$ cat src/rtl/alias_io_pkg.sv
package alias_io_pkg;
  typedef struct packed {
    logic rdEn;
    logic wrEn;
  } io_strobe_t;
endpackage

$ cat src/rtl/alias_io_ctrl.sv
module alias_io_ctrl
  import alias_io_pkg::*;
#(
  parameter int ADDR_W = 16,
  parameter logic [ADDR_W-1:0] DEC_MASK = 16'hC013,
  parameter logic [ADDR_W-1:0] IN_MATCH = 16'h8010,
  parameter logic [ADDR_W-1:0] OUT_MATCH = 16'h8011
) (
  input  logic [ADDR_W-1:0] busAddr,
  input  logic              busRnw,
  input  logic              busE,
  output io_strobe_t        strobes
);
  logic [ADDR_W-1:0] inBitOk;
  logic [ADDR_W-1:0] outBitOk;

  // Each compared bit must match; unmasked bits are don't-cares (aliasing).
  for (genvar i = 0; i < ADDR_W; i++) begin : g_bit
    if (DEC_MASK[i]) begin : g_cmp
      assign inBitOk[i]  = (busAddr[i] == IN_MATCH[i]);
      assign outBitOk[i] = (busAddr[i] == OUT_MATCH[i]);
    end else begin : g_free
      assign inBitOk[i]  = 1'b1;
      assign outBitOk[i] = 1'b1;
    end
  end

  logic inSel;
  logic outSel;
  assign inSel  = &inBitOk;
  assign outSel = &outBitOk;

  always_comb begin
    strobes.rdEn = inSel && busRnw && busE;
    strobes.wrEn = outSel && !busRnw && busE;
  end
endmodule

$ cat src/rtl/alias_io_dp.sv
module alias_io_dp
  import alias_io_pkg::*;
#(
  parameter int DATA_W = 8
) (
  input  logic              clk,
  input  logic              rstN,
  input  io_strobe_t        strobes,
  input  logic [DATA_W-1:0] busWrData,
  input  logic [DATA_W-1:0] switchIn,
  output logic [DATA_W-1:0] busRdData,
  output logic              busRdOe,
  output logic [DATA_W-1:0] ledOut
);
  logic [DATA_W-1:0] ledReg;

  always_ff @(posedge clk or negedge rstN) begin
    if (!rstN) ledReg <= '0;
    else if (strobes.wrEn) ledReg <= busWrData;
  end

  assign ledOut    = ledReg;
  assign busRdOe   = strobes.rdEn;
  assign busRdData = strobes.rdEn ? switchIn : '0;
endmodule

$ cat src/rtl/alias_io_port.sv
module alias_io_port
  import alias_io_pkg::*;
#(
  parameter int ADDR_W = 16,
  parameter int DATA_W = 8,
  parameter logic [ADDR_W-1:0] DEC_MASK = 16'hC013,
  parameter logic [ADDR_W-1:0] IN_MATCH = 16'h8010,
  parameter logic [ADDR_W-1:0] OUT_MATCH = 16'h8011
) (
  input  logic              clk,
  input  logic              rstN,
  input  logic [ADDR_W-1:0] busAddr,
  input  logic              busRnw,
  input  logic              busE,
  input  logic [DATA_W-1:0] busWrData,
  input  logic [DATA_W-1:0] switchIn,
  output logic [DATA_W-1:0] busRdData,
  output logic              busRdOe,
  output logic [DATA_W-1:0] ledOut
);
  io_strobe_t strobes;

  alias_io_ctrl #(
    .ADDR_W(ADDR_W), .DEC_MASK(DEC_MASK),
    .IN_MATCH(IN_MATCH), .OUT_MATCH(OUT_MATCH)
  ) u_ctrl (
    .busAddr(busAddr), .busRnw(busRnw), .busE(busE), .strobes(strobes)
  );

  alias_io_dp #(.DATA_W(DATA_W)) u_dp (
    .clk(clk), .rstN(rstN), .strobes(strobes),
    .busWrData(busWrData), .switchIn(switchIn),
    .busRdData(busRdData), .busRdOe(busRdOe), .ledOut(ledOut)
  );
endmodule

$ cat config.mk
export PLATFORM = sky130hd
export DESIGN_NAME = alias_io_port
export DESIGN_NICKNAME = d
export VERILOG_FILES = /design/src/rtl/alias_io_pkg.sv /design/src/rtl/alias_io_ctrl.sv /design/src/rtl/alias_io_dp.sv /design/src/rtl/alias_io_port.sv
export SDC_FILE = /design/constraint.sdc
export NUM_CORES = 1
export LEC_CHECK = 0
export BUFFER_PORTS_ARGS = -buffer_cell sky130_fd_sc_hd__buf_2
export CAP_MARGIN = 10
export CORE_AREA = 5 5 42 44
export CTS_BUF_LIST = sky130_fd_sc_hd__clkbuf_8
export DETAILED_ROUTE_END_ITERATION = 10
export DIE_AREA = 0 0 47 49
export PLACE_DENSITY = 0.79
export SLEW_MARGIN = 5
export SYNTH_ARGS = -nofsm -noshare
export SYNTH_HDL_FRONTEND = slang
export SYNTH_SLANG_ARGS = --single-unit
$ cat constraint.sdc
create_clock -name clk -period 1.6 [get_ports clk]
set_clock_uncertainty 0.05 [all_clocks]
set_input_delay 0.24 -clock clk [delete_from_list [all_inputs] [get_ports clk]]
set_output_delay 0.24 -clock clk [all_outputs]
set_load 0.005 [all_outputs]
==> run metrics, run 1 <==
Initial Util=29.9%; synthesis-stage register bit count=8; P per Cell Area=840 nW/um^2; flip-flop count of the largest register after layout=8; DP Area=648 sq um; routed len/inst=11.9 um; ANT nets after route=0; outcome=complete, no violations; GRT Util Overall=10.9%; CP Class=primary input to output port; DRC=0; slowest stage delay, CP=190 ps; Core Box Area=1400 sq um; Synth Warn #=0; fraction of post-synthesis cell area in the top cell type by area=between 40% and 50%; Clock Tree Buf Depth=2; crit path max fanout=9; clk slew on worst S/H paths=40 ps; syn nets=66; final wirelength=approximately 1100 um; Final Util=49.9%; depth of the CTS H-tree=1; crit path launch type=primary input; commonest non-fill, non-tap cell in the layout=buf_2; first-pass GRT wire length=1750 um; synthesized instance count=30; syn avg cell area=between 10 and 15 sq um; Pins Over Slew Limit=0; WHS Path Cells=2; TritonCTS clock tree=built; DR iter-0 viols=0; Hold Crit Class=primary input to register; Max VDD drop=between 0.2 and 0.3 mV; vias per cell=4.50; RD Place Congestion=0.673; final setup TNS=0 ps; Die H=around 49 um; HPWL after DPL=around 940 um; die area=2300 sq um; die width=47 um; share of layout cells above drive strength 1=71.1%; FP Rows=14; GRT Residual Overflow=0; Max-Cap Viols=0; Synth cell types=8; slowest CP cell=nand4bb_1; Max Clk Rate=0.733 GHz; setup bufs post-CTS=0; reg2reg path depth=1; post-CTS sizing=0; CP Cell Sequence=buf_2 -> nand4bb_1 -> nor3_1 -> buf_4 -> and2_1 -> buf_2; Area contributors post-synth=dfrtp_1, mux2_4, and2_1, nand4bb_1, buf_6; DR vias=414; Fin. Hold Viols=0; DRT Pass-1 Iters=1; sequential-to-total area share from yosys stat=~48%; Slew @ Worst Pin=182 ps; critical path arrival=1070 ps; initial antenna violation count=0; setup violators final=0; cell area after synthesis=roughly 420 sq um; Leakage=0.435 nW; Critical Path Most Common Cell=buf_2; Max transition margin=between 80% and 90%; CTS sink cnt=8; largest net degree at the start of global routing=10; final instance area=699 sq um; num ports=53; number of diodes=0; period utilization=a little under nine tenths; leading area contributor after synthesis=dfrtp_1; setup repair after global routing missed its margin=no; TritonCTS Buffers=3; Layout Nets=between 100 and 150; number of port buffers=41; clk_lat worst skew=between 200 and 250 ps; Root Buffer=clkbuf_8; crit end category=output port; commonest non-fill, non-tap cells in the layout=buf_2, and2_1, mux2_4, dfrtp_1, clkbuf_8; final period demand of the worst path=1360 ps; vias in the first global route=between 400 and 500; CP Data Required Time=1310 ps; Area Growth Syn to Fin=66.9%
==> path summary, 6_finish.rpt <==
| check | startpoint | end | slack, ps |
|---|---|---|---|
| min | busWrData[3] | u_dp.ledOut[3] | 200 |
| max in group asynchronous | rstN | u_dp.ledOut[5] | 1000 |
| max | busAddr[1] | busRdData[7] | 240 |
| min in group asynchronous | rstN | u_dp.ledOut[6] | 340 |
| min reg2reg | u_dp.ledOut[6] | u_dp.ledOut[6] | 450 |
| max reg2reg | u_dp.ledOut[0] | u_dp.ledOut[0] | 800 |
==> cell usage after synthesis <==
| library cell | instances |
|---|---|
| and2_1 | 8 |
| dfrtp_1 | 8 |
| mux2_4 | 8 |
| nand4bb_1 | 2 |
| buf_6 | 1 |
| nand2_1 | 1 |
| nor3_1 | 1 |
| or3_1 | 1 |
==> cells by family (layout without fill, tap and decap cells) <==
family        after synthesis  count (layout)  share of synthesized area (%)
mux                         8               8                           28.7
buf+inv                     1              47                           2.69
flops                       8               8                           47.8
simple gates               13              13                           20.9
==> critical path, delay by kind of cell <==
family,cells,cell delay [ps]
simple gates,3,460
buf+inv,3,380
==> layer usage <==
layer / track usage [%] / share of wire [%] / vias up / wire length, um
met5: 0 / 0 / - / 0
met3: 3.69 / 18 / 2 / 195
met1: 11.5 / 38 / 177 / 421
met2: 16.7 / 42 / 38 / 464
li1: - / - / 197 / -
met4: 8.29 / 1.4 / 0 / 15
==> stage by stage <==
stage,power [mW],cells,worst slack (ps),hold slack (ps)
after CTS,0.603,92,229,191
after global placement,0.353,88,119,35.8
after global routing,0.619,92,153,200
after detailed placement,0.358,88,79.2,40.7
final,0.587,92,235,198
after floorplan,0.292,30,274,-106
==> where the power goes <==
group / switching (mW) / internal [mW]
Clock: 0.0707 / 0.162
Sequential: 0.0133 / 0.230
Combinational: 0.0337 / 0.0772
==> layout make-up <==
| cell class | instances | area, sq um |
|---|---|---|
| multi-input combinational | 21 | 208 |
| timing repair buffer | 44 | 230 |
| fill | 147 | 702 |
| tap | 16 | 20.0 |
| sequential | 8 | 200 |
| clock buffer | 3 | 41.3 |
==> what timing repair did <==
action,in CTS,in global routing
setup endpoints to repair,0,0
hold buffers,1,0
endpoints found under the hold margin,8,0
Note: power is estimated with default switching activity, not from simulation.
==> run 2, diff against run 1 <==
--- a/config.mk
+++ b/config.mk
@@ -7,11 +7,12 @@
 export LEC_CHECK = 0
 export BUFFER_PORTS_ARGS = -buffer_cell sky130_fd_sc_hd__buf_2
 export CAP_MARGIN = 10
-export CORE_AREA = 5 5 42 44
+export CORE_MARGIN = 5
+export CORE_UTILIZATION = 29
 export CTS_BUF_LIST = sky130_fd_sc_hd__clkbuf_8
 export DETAILED_ROUTE_END_ITERATION = 10
-export DIE_AREA = 0 0 47 49
-export PLACE_DENSITY = 0.79
+export GPL_ROUTABILITY_DRIVEN = 0
+export PLACE_DENSITY = 0.77
 export SLEW_MARGIN = 5
 export SYNTH_ARGS = -nofsm -noshare
 export SYNTH_HDL_FRONTEND = slang
==> constraint.sdc (replaced) <==
create_clock -name clk -period 1.15 [get_ports clk]
set_clock_uncertainty 0.05 [all_clocks]
set_input_delay 0.1725 -clock clk [delete_from_list [all_inputs] [get_ports clk]]
set_output_delay 0.1725 -clock clk [all_outputs]
set_load 0.005 [all_outputs]
==> run metrics, run 2 (synthesis gave the netlist of run 1 again) <==
outcome=finished, violations left (was complete, no violations); failing checks=negative setup slack; Leakage=0.472 nW (was 0.435 nW); CP Buf/Inv Count=3 (unchanged); Area Growth Syn to Fin=92.2% (was 66.9%); GRT Util Overall=10.5% (was 10.9%); final period demand of the worst path=1240 ps; Register Area=200 sq um (unchanged); Pins Over Slew Limit=0 (unchanged); Core Box Area=1330 sq um (was 1400 sq um); Root Buffer=clkbuf_8 (unchanged); critical path arrival=1020 ps (was 1070 ps); die width=48.0 um (was 47 um); FP Rows=13 (was 14); crit path max fanout=4 (was 9); post-route setup slack=-90.3 ps (was 235 ps); num ports=53 (unchanged); Min Hold Slack=130 ps (was 198 ps); clk_lat worst skew=220 ps (about the same); slowest CP cell=nand4bb_4 (was nand4bb_1); crit end category=output port (unchanged); setup violators final=17 (was 0); routed len/inst=13.2 um (was 11.9 um); share of layout cells above drive strength 1=81.0% (was 71.1%); commonest non-fill, non-tap cell in the layout=buf_2 (unchanged); Max transition margin=88.4% (was 87.9%); Max VDD drop=0.349 mV (was 0.295 mV); CTS sink cnt=8 (unchanged); DRT Pass-1 Iters=2 (was 1); Clock Tree Buf Depth=2 (unchanged); ANT nets after route=0 (unchanged); DR vias=418 (was 414); clk slew on worst S/H paths=40 ps (about the same); DRC=0 (unchanged); CP top delay family=simple AND/OR/NAND/NOR gates (unchanged); slowest stage delay, CP=210 ps (was 190 ps); Fin. Hold Viols=0 (unchanged); commonest non-fill, non-tap cells in the layout=buf_2, buf_6, mux2_4, dfrtp_1, and2_4 (was buf_2, and2_1, mux2_4, dfrtp_1, clkbuf_8); depth of the CTS H-tree=1 (unchanged); number of port buffers=41 (unchanged); final wirelength=1240 um (was 1100 um); Max Clk Rate=0.806 GHz; DR iter-0 viols=4 (was 0); Die H=48.0 um (was 49 um); CP Data Required Time=930 ps (was 1310 ps); largest net degree at the start of global routing=9 (was 10); Overall Power=0.833 mW (was 0.587 mW); vias in the first global route=456 (was 472); TritonCTS clock tree=built (unchanged); TritonCTS Buffers=3 (unchanged); number of diodes=0 (unchanged); Critical Path Most Common Cell=buf_2 (unchanged); GRT Residual Overflow=0 (unchanged); CP Cell Sequence=buf_6 -> nand4bb_4 -> nor3_2 -> buf_2 -> and2_1 -> buf_2 (was buf_2 -> nand4bb_1 -> nor3_1 -> buf_4 -> and2_1 -> buf_2); Max-Cap Viols=0 (unchanged); CP Class=primary input to output port (unchanged); Fillers=119 (was 147); flip-flop count of the largest register after layout=8 (unchanged); Slew @ Worst Pin=175 ps (was 182 ps); Layout Nets=117 (was 114); Initial Util=31.4% (was 29.9%); vias per cell=4.45 (was 4.50); HPWL after DPL=901 um (was 942 um); first-pass GRT wire length=1670 um (was 1750 um); area occupied by multi-input gates=241 sq um (was 208 sq um); Setup Slack @ Placement=-266 ps (was 79.2 ps); die area=2310 sq um (was 2300 sq um); period utilization=108%; setup repair after global routing missed its margin=yes (was no); initial antenna violation count=0 (unchanged); Final Util=60.4% (was 49.9%); P per Cell Area=1030 nW/um^2 (was 840 nW/um^2); crit path launch type=primary input (unchanged); Hold Crit Class=primary input to register (unchanged); final setup TNS=-1040 ps (was 0 ps)
-- run 2: changes by cell type in the layout (fill, tap and decap cells not counted), sizes merged --
cell and change:
buf +3
-- run 2: per-layer routing --
layer	track usage [%]	share of wire (%)
met1	10.0	34
met2	18.7	47
met3	4.14	19
met4	6.45	0
met5	0	0
-- run 2: layout make-up --
| class | instances | area share, % |
|---|---|---|
| timing repair buffer | 47 | 37.7 |
| tap | 15 | 2.33 |
| multi-input combinational | 21 | 30.0 |
| clock buffer | 3 | 5.12 |
| sequential | 8 | 24.8 |
-- run 2: report_power, final --
part           total, mW  switching [mW]  internal [mW]
sequential         0.338          0.0175          0.320
combinational      0.172          0.0512          0.121
clock              0.323          0.0976          0.226
-- run 2: what timing repair did --
item	CTS	global route
gates cloned	1	0
resized for setup	5	13
endpoints found under the setup margin	16	17
hold endpoints to repair	8	0
pin swaps	0	6
buffers inserted	0	1
hold buffers	1	0
-- run 2: path summary, 6_finish.rpt --
kind | from | end | slack [ps] | depth (start not counted)
max | busAddr[1] | busRdData[0] | -90 | 6
min | busWrData[5] | u_dp.ledOut[5] | 130 | 2
max reg2reg | u_dp.ledOut[3] | u_dp.ledOut[3] | 360 | 1
min reg2reg | u_dp.ledOut[1] | u_dp.ledOut[1] | 450 | 1
max in group asynchronous | rstN | u_dp.ledOut[3] | 620 | 2
min in group asynchronous | rstN | u_dp.ledOut[0] | 270 | 2
-- run 2: through the flow --
stage          instances  cell area, sq um
2_1_floorplan         30               419
3_3_place_gp          88               654
3_5_place_dp          88               654
4_1_cts               93               732
5_1_grt               94               806
6_report              94               806
==> run 3, diff against run 2 <==
--- a/config.mk
+++ b/config.mk
@@ -7,12 +7,15 @@
 export LEC_CHECK = 0
 export BUFFER_PORTS_ARGS = -buffer_cell sky130_fd_sc_hd__buf_2
 export CAP_MARGIN = 10
+export CELL_PAD_IN_SITES_DETAIL_PLACEMENT = 2
+export CELL_PAD_IN_SITES_GLOBAL_PLACEMENT = 2
+export CORE_ASPECT_RATIO = 0.8
 export CORE_MARGIN = 5
-export CORE_UTILIZATION = 29
+export CORE_UTILIZATION = 14
 export CTS_BUF_LIST = sky130_fd_sc_hd__clkbuf_8
 export DETAILED_ROUTE_END_ITERATION = 10
 export GPL_ROUTABILITY_DRIVEN = 0
-export PLACE_DENSITY = 0.77
+export PLACE_DENSITY_LB_ADDON = 0.1
 export SLEW_MARGIN = 5
 export SYNTH_ARGS = -nofsm -noshare
 export SYNTH_HDL_FRONTEND = slang
==> run metrics, run 3 (synthesis gave the netlist of run 1 again) <==
outcome=finished, violations left (unchanged); failing checks=negative setup slack (unchanged); Max Clk Rate=0.839 GHz (was 0.806 GHz); clock power share=39.4% (was 38.8%); final wirelength=1490 um (was 1240 um); DR vias=420 (was 418); slowest stage delay, CP=160 ps (was 210 ps); Max VDD drop=0.457 mV (was 0.349 mV); largest net degree at the start of global routing=10 (was 9); first-pass GRT wire length=2280 um (was 1670 um); CTS sink cnt=8 (unchanged); crit path launch type=primary input (unchanged); number of diodes=0 (unchanged); number of port buffers=41 (unchanged); num ports=53 (unchanged); vias in the first global route=494 (was 456); CP Cell Sequence=buf_2 -> nand2_2 -> buf_4 -> nor3_2 -> buf_4 -> and2_1 -> buf_2 (was buf_6 -> nand4bb_4 -> nor3_2 -> buf_2 -> and2_1 -> buf_2); TritonCTS Buffers=3 (unchanged); HPWL after DPL=1290 um (was 901 um); post-route setup slack=-42.3 ps (was -90.3 ps); Clock Tree Buf Depth=2 (unchanged); Max-Cap Viols=0 (unchanged); CP Data Required Time=930 ps (about the same); TritonCTS clock tree=built (unchanged); die area=4200 sq um (was 2310 sq um); setup violators final=8 (was 17); combinational power share=20.3% (was 20.6%); setup repair after global routing missed its margin=yes (unchanged); FP Rows=17 (was 13); depth of the CTS H-tree=1 (unchanged); sequential share of power=40.3% (was 40.6%); commonest non-fill, non-tap cell in the layout=buf_2 (unchanged); Sw Pwr=0.182 mW (was 0.166 mW); slowest CP cell=buf_4 (was nand4bb_4); placed cells=111 (was 88); critical path arrival=970 ps (was 1020 ps); Max transition margin=87.7% (was 88.4%); Area Growth Syn to Fin=86.3% (was 92.2%); DR iter-0 viols=8 (was 4); initial antenna violation count=0 (unchanged); commonest non-fill, non-tap cells in the layout=buf_2, and2_1, mux2_4, dfrtp_1, buf_6 (was buf_2, buf_6, mux2_4, dfrtp_1, and2_4); CP Buf/Inv Count=4 (was 3); Fillers=328 (was 119); GRT Residual Overflow=0 (unchanged); die width=71.2 um (was 48.0 um); final period demand of the worst path=1190 ps (was 1240 ps); Pins Over Slew Limit=0 (unchanged); period utilization=104% (was 108%); Fin. Hold Viols=0 (unchanged); clk slew on worst S/H paths=40 ps (about the same); Leakage=0.452 nW (was 0.472 nW); clk_lat worst skew=230 ps (was 220 ps); reg2reg setup slack=340 ps (was 360 ps); CP Class=primary input to output port (unchanged); vias per cell=3.65 (was 4.45); DRC=0 (unchanged); non-filler cells, final=115 (was 94); Layout Nets=115 (was 117); share of layout cells above drive strength 1=75.3% (was 81.0%); Net Sw Frac=21.5% (was 20.0%); Initial Util=14.9% (was 31.4%); routed len/inst=12.9 um (was 13.2 um); DRT Pass-1 Iters=2 (unchanged); ANT nets after route=0 (unchanged); Hold Crit Class=primary input to register (unchanged); CP top delay family=buffers and inverters (was simple AND/OR/NAND/NOR gates); Slew @ Worst Pin=184 ps (was 175 ps); flip-flop count of the largest register after layout=8 (unchanged); Die H=58.9 um (was 48.0 um); Root Buffer=clkbuf_8 (unchanged); crit path max fanout=9 (was 4); Overall Power=0.849 mW (was 0.833 mW); GRT Util Overall=7.43% (was 10.5%); P per Cell Area=1090 nW/um^2 (was 1030 nW/um^2); Internal=0.667 mW (about the same); crit end category=output port (unchanged); Core Box Area=2810 sq um (was 1330 sq um)
run 3: changes by cell type in the layout (fill, tap and decap cells not counted), sizes merged:
| cell | change |
|---|---|
| buf | -2 |
run 3: repair_timing:
action | CTS | global route
hold endpoints to repair | 8 | 0
hold buffers | 1 | 0
setup endpoints to repair | 16 | 16
resized for setup | 5 | 2
buffers inserted | 0 | 0
run 3: area by class of cell:
cell class                      count  area (sq um)  area share (%)
Timing Repair Buffer               45           260            33.3
Multi-Input combinational cell     21           231            29.6
Sequential cell                     8           200            25.6
Tap cell                           38          47.5            6.09
Clock buffer                        3          41.3            5.29
run 3: worst paths after layout:
| kind | depth (start not counted) | from | to |
|---|---|---|---|
| worst min-delay path | 2 | busWrData[2] | u_dp.ledOut[2] |
| worst min register to register | 1 | u_dp.ledOut[7] | u_dp.ledOut[7] |
| min in group asynchronous | 2 | rstN | u_dp.ledOut[2] |
| worst max register to register | 1 | u_dp.ledOut[5] | u_dp.ledOut[5] |
| worst max-delay path | 7 | busAddr[4] | busRdData[6] |
| max in group asynchronous | 2 | rstN | u_dp.ledOut[4] |
run 3: power by group through the flow:
stage	clock network, mW	logic [mW]	registers [mW]
detailed placement	0	0.162	0.346
CTS	0.352	0.170	0.344
global placement	0	0.158	0.346
finish	0.334	0.173	0.342
global route	0.371	0.189	0.349
floorplan	0	0.0607	0.346
run 3: per-layer routing:
metal	vias up	track usage [%]	wire length [um]
met5	-	0	0
met4	0	3.22	7
met3	2	4.61	106
met2	15	12.8	842
met1	206	7.12	533
li1	197	-	-
run 3: through the flow:
stage / setup slack (ps) / cell area (sq um) / hold slack (ps) / TNS, ps / util, %
3_3_place_gp: -261 / 683 / -21.8 / -2690 / 24.3
5_1_grt: -128 / 781 / 115 / -1040 / 27.8
3_5_place_dp: -291 / 683 / -25.0 / -2920 / 24.3
4_1_cts: -59.9 / 762 / 115 / -441 / 27.1
6_report: -42.3 / 781 / 122 / -308 / 27.8
2_1_floorplan: -101 / 419 / -173 / -1130 / -
